==> config.mk <==
export PLATFORM = sky130hd
export DESIGN_NAME = mux_display_refresh
export DESIGN_NICKNAME = d
export VERILOG_FILES = /design/src/rtl/mux_display_refresh_pkg.sv /design/src/rtl/mux_display_refresh_entry.sv /design/src/rtl/mux_display_refresh_store.sv /design/src/rtl/mux_display_refresh_out.sv /design/src/rtl/mux_display_refresh.sv
export SDC_FILE = /design/constraint.sdc
export NUM_CORES = 1
export LEC_CHECK = 0
export CAP_MARGIN = 20
export CORE_ASPECT_RATIO = 0.5
export CORE_MARGIN = 1
export CORE_UTILIZATION = 55
export CTS_CLUSTER_DIAMETER = 80
export DETAILED_ROUTE_END_ITERATION = 8
export PLACE_DENSITY = 0.73
export SETUP_SLACK_MARGIN = 0.15
export SLEW_MARGIN = 15
export SYNTH_ARGS = -nofsm -noshare
export SYNTH_HDL_FRONTEND = slang
export SYNTH_SLANG_ARGS = --single-unit
export TNS_END_PERCENT = 1
==> constraint.sdc <==
create_clock -name clk -period 7.46 [get_ports clk]
set_clock_uncertainty 0.1 [all_clocks]
set_input_delay 1.492 -clock clk [delete_from_list [all_inputs] [get_ports clk]]
set_output_delay 1.492 -clock clk [all_outputs]
set_load 0.005 [all_outputs]
==> src/rtl/mux_display_refresh_pkg.sv <==
package mux_display_refresh_pkg;

   typedef enum logic [1:0] {
      MODE_NARROW_LEFT  = 2'b00,
      MODE_WIDE_LEFT    = 2'b01,
      MODE_NARROW_RIGHT = 2'b10,
      MODE_WIDE_RIGHT   = 2'b11
   } disp_mode_e;

   function automatic logic mode_is_wide(input logic [1:0] m);
      return m[0];
   endfunction

   function automatic logic mode_is_right(input logic [1:0] m);
      return m[1];
   endfunction

endpackage

==> src/rtl/mux_display_refresh_entry.sv <==
module mux_display_refresh_entry
   import mux_display_refresh_pkg::*;
#(
   parameter int DEPTH  = 16,
   parameter int ADDR_W = $clog2(DEPTH)
) (
   input  logic              clk,
   input  logic              rst_n,
   input  logic [1:0]        mode_i,
   input  logic              wr_en_i,
   output logic              put_o,
   output logic              shift_o,
   output logic [ADDR_W-1:0] put_addr_o,
   output logic [ADDR_W-1:0] last_idx_o
);
   localparam logic [ADDR_W-1:0] LAST_WIDE   = ADDR_W'(DEPTH - 1);
   localparam logic [ADDR_W-1:0] LAST_NARROW = ADDR_W'(DEPTH / 2 - 1);

   logic [1:0]        mode_q;
   logic [ADDR_W-1:0] ptr_q;
   logic [ADDR_W-1:0] ptr_eff;
   logic              mode_chg;

   assign mode_chg   = (mode_q != mode_i);
   assign ptr_eff    = mode_chg ? '0 : ptr_q;
   assign last_idx_o = mode_is_wide(mode_i) ? LAST_WIDE : LAST_NARROW;
   assign put_o      = wr_en_i && !mode_is_right(mode_i);
   assign shift_o    = wr_en_i &&  mode_is_right(mode_i);
   assign put_addr_o = ptr_eff;

   always_ff @(posedge clk or negedge rst_n) begin
      if (!rst_n) begin
         mode_q <= MODE_NARROW_LEFT;
         ptr_q  <= '0;
      end else begin
         mode_q <= mode_i;
         if (put_o) begin
            ptr_q <= (ptr_eff == last_idx_o) ? '0 : ptr_eff + 1'b1;
         end else begin
            ptr_q <= ptr_eff;
         end
      end
   end
endmodule

==> src/rtl/mux_display_refresh_store.sv <==
module mux_display_refresh_store #(
   parameter int DEPTH  = 16,
   parameter int DATA_W = 8,
   parameter int ADDR_W = $clog2(DEPTH)
) (
   input  logic              clk,
   input  logic              rst_n,
   input  logic              put_i,
   input  logic              shift_i,
   input  logic [ADDR_W-1:0] put_addr_i,
   input  logic [ADDR_W-1:0] last_idx_i,
   input  logic [DATA_W-1:0] wdata_i,
   input  logic [ADDR_W-1:0] rd_addr_i,
   output logic [DATA_W-1:0] rdata_o
);
   logic [DATA_W-1:0] mem      [DEPTH];
   logic [DATA_W-1:0] neighbour[DEPTH];

   for (genvar gi = 0; gi < DEPTH; gi++) begin : g_nb
      if (gi < DEPTH - 1) begin : g_mid
         assign neighbour[gi] = mem[gi+1];
      end else begin : g_end
         assign neighbour[gi] = '0;
      end
   end

   always_ff @(posedge clk or negedge rst_n) begin
      if (!rst_n) begin
         for (int i = 0; i < DEPTH; i++) mem[i] <= '0;
      end else if (shift_i) begin
         for (int i = 0; i < DEPTH; i++) begin
            if (ADDR_W'(i) == last_idx_i)      mem[i] <= wdata_i;
            else if (ADDR_W'(i) < last_idx_i)  mem[i] <= neighbour[i];
         end
      end else if (put_i) begin
         mem[put_addr_i] <= wdata_i;
      end
   end

   assign rdata_o = mem[rd_addr_i];
endmodule

==> src/rtl/mux_display_refresh_out.sv <==
module mux_display_refresh_out #(
   parameter int DATA_W = 8,
   parameter int ADDR_W = 4,
   localparam int HALF_W = DATA_W / 2
) (
   input  logic              clk,
   input  logic              rst_n,
   input  logic [ADDR_W-1:0] addr_i,
   input  logic [DATA_W-1:0] rdata_i,
   input  logic [1:0]        blank_i,
   output logic [HALF_W-1:0] half_o [2]
);
   logic [ADDR_W-1:0] addr_q;
   logic              moving;

   always_ff @(posedge clk) addr_q <= addr_i;

   assign moving = (addr_q != addr_i);

   for (genvar gh = 0; gh < 2; gh++) begin : g_half
      always_ff @(posedge clk or negedge rst_n) begin
         if (!rst_n)                       half_o[gh] <= '0;
         else if (moving || blank_i[gh])   half_o[gh] <= '0;
         else                              half_o[gh] <= rdata_i[gh*HALF_W +: HALF_W];
      end
   end
endmodule

==> src/rtl/mux_display_refresh.sv <==
module mux_display_refresh
   import mux_display_refresh_pkg::*;
#(
   parameter int DEPTH  = 16,
   parameter int DATA_W = 8,
   localparam int ADDR_W = $clog2(DEPTH),
   localparam int HALF_W = DATA_W / 2
) (
   input  logic              clk,
   input  logic              rst_n,
   input  logic [1:0]        mode_i,
   input  logic              wr_en_i,
   input  logic [DATA_W-1:0] wr_data_i,
   input  logic [ADDR_W-1:0] scan_i,
   input  logic              blank_hi_i,
   input  logic              blank_lo_i,
   output logic [HALF_W-1:0] disp_hi_o,
   output logic [HALF_W-1:0] disp_lo_o
);
   if (DEPTH != (1 << ADDR_W) || DEPTH < 4) begin : g_bad_depth
      $error("DEPTH must be a power of two of at least 4");
   end
   if (DATA_W % 2 != 0) begin : g_bad_width
      $error("DATA_W must be even");
   end

   logic              put, shift;
   logic [ADDR_W-1:0] put_addr, last_idx, rd_addr;
   logic [DATA_W-1:0] rdata;
   logic [HALF_W-1:0] halves [2];

   assign rd_addr = mode_is_wide(mode_i) ? scan_i : {1'b0, scan_i[ADDR_W-2:0]};

   mux_display_refresh_entry #(.DEPTH(DEPTH)) u_entry (
      .clk(clk), .rst_n(rst_n), .mode_i(mode_i), .wr_en_i(wr_en_i),
      .put_o(put), .shift_o(shift), .put_addr_o(put_addr), .last_idx_o(last_idx)
   );

   mux_display_refresh_store #(.DEPTH(DEPTH), .DATA_W(DATA_W)) u_store (
      .clk(clk), .rst_n(rst_n), .put_i(put), .shift_i(shift),
      .put_addr_i(put_addr), .last_idx_i(last_idx), .wdata_i(wr_data_i),
      .rd_addr_i(rd_addr), .rdata_o(rdata)
   );

   mux_display_refresh_out #(.DATA_W(DATA_W), .ADDR_W(ADDR_W)) u_out (
      .clk(clk), .rst_n(rst_n), .addr_i(rd_addr), .rdata_i(rdata),
      .blank_i({blank_hi_i, blank_lo_i}), .half_o(halves)
   );

   assign disp_lo_o = halves[0];
   assign disp_hi_o = halves[1];
endmodule

### After elaboration in Yosys (flattened, before gate mapping)

Cells that the tools add are included.
W data, S select, Z words.

* bits of input ports: 19
* bits in registers: 146
* output and inout port bits: 8
* logic and storage cells: 148

* bitwise gates (word level): 2
* $add $sub $neg: 1
* equality and inequality tests: 34
* magnitude comparators: 19
* mux-type cells: 47
* reductions and logical operators: 24

Operators with widths (count)
* $mux W8: 35
* $mux W128: 2
* $bwmux W128: 1
* $ne A3 B1 Y1 const B: 16
* $bmux W8 S4: 1
* $demux W8 S4: 1
* $eq A4 B4 Y1 const A: 8
* $lt A4 B4 Y1 const A: 8
* $reduce_and A2 Y1: 16
* $mux W4: 7
* $eq A3 B4 Y1 const A: 4
* $lt A3 B4 Y1 const A: 4
* $ge A5 B5 Y1 const B: 2
* $not A4 Y5: 2
* $eq A2 B4 Y1 const A: 2
* $lt A1 B4 Y1 const A: 2
* $lt A2 B4 Y1 const A: 2
* $lt A5 B1 Y1 const B: 1
* $add A4 B1 Y4 const B: 1
* $eq A1 B4 Y1 const A: 1
* $eq A4 B4 Y1: 1
* $logic_not A4 Y1: 1
* $ne A4 B4 Y1: 1
* $logic_and A1 B1 Y1: 3
* 4 further kinds: 5

### Logic depth before layout (Yosys ltp)

* depth in word-level cells: 10
* gate-level depth with buffers: 12
* depth with buffers taken out: 9

### Modules after synthesis

From an unflattened synthesis, not the netlist that was laid out.

* cell total of the unflattened synthesis: 911
* area total of the unflattened synthesis: 8997.4 µm²

Modules (own cells, without submodules)
* mux_display_refresh_store: sequential area each 3203.1 µm², area each 8254.2 µm², times used 1, cells each 853
* mux_display_refresh_out: sequential area each 280.3 µm², area each 387.9 µm², times used 1, cells each 25
* mux_display_refresh_entry: sequential area each 150.1 µm², area each 349.1 µm², times used 1, cells each 32
* mux_display_refresh: sequential area each 0.0 µm², area each 6.3 µm², times used 1, cells each 1

### Worst setup path before layout

OpenSTA, ideal clock, no wires.

* path kind: input port to flip-flop
* start point: in mode_i[0]
* end point: reg u_store.mem[0] (netlist name)
* slack: 3712 ps
* arrival: 3570 ps
* library setup time: 78 ps
* data required time: 7282 ps
* stages on the path: 12
* path buffers: 4
* path through: buf_4 > xor2_1 > nor2_1 > buf_2 > nand2_1 > inv_1 > ha_1 > clkbuf_1 > a22oi_2 > nand2b_1 > clkbuf_1 > o2bb2ai_1

* longest elaborated chain between the ends: 10
* elaborated cells on any way between the ends: 17
* those cells by class: 3 x order compare; 3 x eq/ne; 8 x mux; 1 x bitwise; 2 x reduce/logical

Ends and longest elaborated chain
* start: declaration: RTL line mux_display_refresh.sv:11 `input logic [1:0] mode_i,`
* $ne A2 B2 Y1: RTL line mux_display_refresh_entry.sv:24 `assign mode_chg = (mode_q != mode_i);`
* $mux W4: RTL line mux_display_refresh_entry.sv:25 `assign ptr_eff = mode_chg ? '0 : ptr_q;`
* $not A4 Y5 (implied by the code): RTL line mux_display_refresh_store.sv:36 `mem[put_addr_i] <= wdata_i;`
* $ge A5 B5 Y1 (implied by the code) or $lt A5 B1 Y1 (tied branches): RTL line mux_display_refresh_store.sv:36
* $logic_and A1 B1 Y1 (implied by the code): RTL line mux_display_refresh_store.sv:36
* $mux W8 (implied by the code): RTL line mux_display_refresh_store.sv:36
* $demux W8 S4: RTL line mux_display_refresh_store.sv:36
* $bwmux W128: RTL line mux_display_refresh_store.sv:36
* $mux W128: RTL line mux_display_refresh_store.sv:35 `end else if (put_i) begin`
* $mux W128: RTL line mux_display_refresh_store.sv:30 `end else if (shift_i) begin`
* end signal: indexed assignment: RTL line mux_display_refresh_store.sv:32 `if (ADDR_W'(i) == last_idx_i) mem[i] <= wdata_i;`
* end signal: indexed assignment: RTL line mux_display_refresh_store.sv:33 `else if (ADDR_W'(i) < last_idx_i) mem[i] <= neighbour[i];`
* end signal: indexed assignment: RTL line mux_display_refresh_store.sv:36
* end: declaration: RTL line mux_display_refresh_store.sv:16 `logic [DATA_W-1:0] mem [DEPTH];`

Parallel ways exist; a longest one is shown, timed or not. The select of a mux whose other input is x is not followed.
A chain may end at the register's enable or synchronous reset.

### Worst setup path after layout

* start point: in mode_i[1]
* end point: reg u_store.mem[103] (netlist name)

The elaborated chain is that of the path after synthesis.

==> flow_metrics.py <==
metrics = {
    "status": {
        "outcome": "completed",
    },
    "floorplan": {
        "start_util": 0.565,
        "die_area_um2": 14400,
        "core_um2": 13600,
        "rows": 30,
        "dieWidth_um": 169,
        "ios": 27,
        "dieHeight_um": 85.4,
    },
    "cells_and_area": {
        "seqCellArea_um2": 3630,
        "drive_above_1_share": 0.128,
        "nNetsFinal": 742,
        "area_delta_synth_final_pct": 10.9,
        "fillCellCount": 1030,
        "diodes": 0,
        "fin_area_um2": 8490,
        "final_cells": 924,
        "final_core_util": 0.627,
        "multiInputGateArea_um2": 3720,
    },
    "sta": {
        "finalSetupTns_ps": 0,
        "worst_pin_slew_ps": 981,
        "fin_ws_ps": 2880,
        "fmax_mhz": 218,
        "period_share": 0.614,
        "slew_headroom": 0.346,
        "slew_violations": 0,
        "finalHoldViolations": 0,
        "holdWs_ps": 417,
        "rsz0062_at_grt": "false",
        "setup_violations": 0,
        "period_minus_slack_ps": 4580,
    },
    "clocking": {
        "clockBufferDepth": 2,
        "postCtsSetupBuffers": 0,
        "tritoncts": "yes",
        "path_clk_slew_ps": 60,
        "cts_buffers": 17,
        "h-tree-depth": 4,
        "insertion_delay_ps": 430,
        "cts.sinks": 146,
        "cts-hold-fix-buffers": 0,
        "cts_root_buf": "clkbuf_16",
        "cts_resized": 0,
    },
    "critical_path": {
        "crit_path_end_kind": "flop",
        "crit_path_start_kind": "input pin",
        "path_delay_family": "simple AND/OR/NAND/NOR gates",
        "startpoint": "mode_i[1]",
        "critical_path.cell_chain": "clkdlybuf4s50_1, buf_4, xor2_1, nor2_1, nand2_1, inv_1, ha_1, o31ai_1, nand2_1, nand2_1, a221o_1",
        "crit_path_frequent_cell": "nand2_1",
        "cp_slowest_cell": "nor2_1",
        "r2r_start": "u_entry.mode_q[0]",
        "path_depth": 11,
        "worstPathRequired_ps": 7660,
        "reg2reg_depth": 9,
        "arrival_ps": 4780,
        "path_buf_inv": 3,
        "worstSetupPathType": "input pin to flop",
        "ff2ff_setup_slack_ps": 4360,
        "rr_endpoint": "u_store.mem[103]",
        "worst-path-max-fanout": 36,
        "slowest_delay_ps": 600,
        "crit_end": "u_store.mem[103]",
    },
    "route": {
        "route.antenna.remaining_nets": 0,
        "vias": 6262,
        "drt_first_pass_iters": 5,
        "via_per_inst": 6.78,
        "wire_per_inst_um": 23.4,
        "post-route-drc-count": 0,
        "wirelength_mm": 21.6,
        "drt-initial-drc-count": 823,
    },
    "synthesis": {
        "synth-seq-area-share": 0.475,
        "ys.warnings.count": 0,
        "syn_avg_cell_area_um2": 10.4,
        "synthFlopType": "dfrtp_1",
        "syn_inst": 734,
        "synth_seq_cells": 146,
        "syn_nets": 757,
        "synth_edf_count": 0,
        "netlist_area_um2": 7660,
        "ys_types": 41,
        "synthArstFlopShare": 0.973,
    },
    "pwr": {
        "p_leak_nw": 3.49,
        "finalPower_mw": 2.31,
        "p_per_area_nw_per_um2": 272,
        "peakVddDrop_uv": 164,
    },
    "place": {
        "dpl.cell_count": 892,
        "port_buffers": 26,
        "hpwl_mm": 14.0,
        "gp_congestion": 0.901,
        "place_area_um2": 7900,
        "place_ws_ps": 2580,
    },
    "global_route": {
        "antenna_found_initial": 2,
        "grt-ovfl-total": 0,
        "grt_first_pass_wirelength_mm": 34.3,
        "grt_pass1_vias": 6001,
        "grt_max_degree": 77,
        "grt_util_all_layers": 0.320,
    },
    "hold_path": {
        "hold_path_class": "flop to flop",
    },
    "job": {
        "cap_violations": 0,
    },
}
where the power goes:
| part | internal (mW) | switching (mW) | total [mW] |
|---|---|---|---|
| Sequential | 0.921 | 0.115 | 1.04 |
| Combinational | 0.198 | 0.201 | 0.399 |
| Clock | 0.525 | 0.349 | 0.875 |
area by class of cell:
type | count | share of cell area
Inverter | 5 | 0.00221
Timing Repair Buffer | 31 | 0.0334
Multi-Input combinational cell | 518 | 0.438
Tap cell | 192 | 0.0283
Clock buffer | 18 | 0.0505
Sequential cell | 146 | 0.428
Clock inverter | 14 | 0.0194
worst reg2reg max path: cells and delay by family, from the launching register on:
| kind | cells | cell delay [ps] |
|---|---|---|
| buffers and inverters | 1 | 140 |
| AND/OR/NAND/NOR | 4 | 1230 |
| XOR/XNOR | 1 | 190 |
| flip-flops | 1 | 390 |
| adder cells (fa/ha/maj) | 1 | 370 |
| AO/OA/AOI/OAI | 2 | 560 |
layout by cell type (no fill, tap or decap), types with 4 or more instances in the layout:
cell type / count
buf_4: 5
nor2_1: 107
nand4_1: 4
clkinv_2: 5
a21oi_1: 73
clkbuf_16: 17
and2_1: 9
clkdlybuf4s50_1: 22
a22o_1: 24
and3_1: 10
o21ai_0: 26
dfxtp_1: 4
a22oi_1: 56
dfrtp_1: 142
mux4_2: 36
mux2i_1: 13
nand2_1: 60
xnor2_1: 8
a221o_1: 32
a31o_2: 8
ha_1: 4
o2bb2ai_1: 8
nor2b_1: 10
inv_1: 5
sequential cells by signal (all words and copies together) (netlist names):
name	flops
u_out.addr_q	4
u_entry.ptr_q	4
u_store.mem	128
u_entry.mode_q	2
u_out.half_o	8
cells in the mapped netlist (all sizes together), types with 2 or more instances:
library cell,number,area (µm²)
a211oi,2,15.0
a21bo,3,30.0
a21boi,3,22.5
a21oi,73,365
a221o,32,320
a22o,24,210
a22oi,57,433
a31o,8,70.1
a31oi,2,12.5
and2,10,62.6
and3,10,62.6
and4,2,17.5
buf,28,145
clkbuf,37,139
dfrtp,142,3550
dfxtp,4,80.1
ha,4,50.1
inv,5,18.8
mux2i,13,130
mux4,36,811
nand2,60,225
nand3,3,15.0
nand4,4,25.0
nor2,107,402
nor2b,10,62.6
o21ai,29,149
o2bb2ai,8,70.1
or2,3,18.8
xnor2,8,70.1
xor2,2,17.5
cells by family after synthesis:
kind of cell / after synthesis / synth area share
compound gates: 244 / 0.225
flops: 146 / 0.475
xor+xnor: 10 / 0.0114
simple gates: 211 / 0.120
buf+inv: 70 / 0.0395
mux: 49 / 0.123
fa+ha+maj: 4 / 0.00654
routing by layer:
layer,share of wire,vias to the layer above,track usage
met5,0,-,0
met4,0.019,0,0.0942
met3,0.12,36,0.111
met2,0.44,401,0.469
met1,0.41,3120,0.451
li1,-,2705,-
worst min-delay path by stage:
stage          depth (start not counted)        startpoint          endpoint
3_5_place_dp                           1  u_store.mem[121]  u_store.mem[121]
2_1_floorplan                          1    u_store.mem[0]    u_store.mem[0]
6_report                               1  u_store.mem[126]  u_store.mem[126]
5_1_grt                                1  u_store.mem[121]  u_store.mem[121]
3_3_place_gp                           1  u_store.mem[120]  u_store.mem[120]
4_1_cts                                1  u_store.mem[121]  u_store.mem[121]
Note: power is estimated with default switching activity, not from simulation.
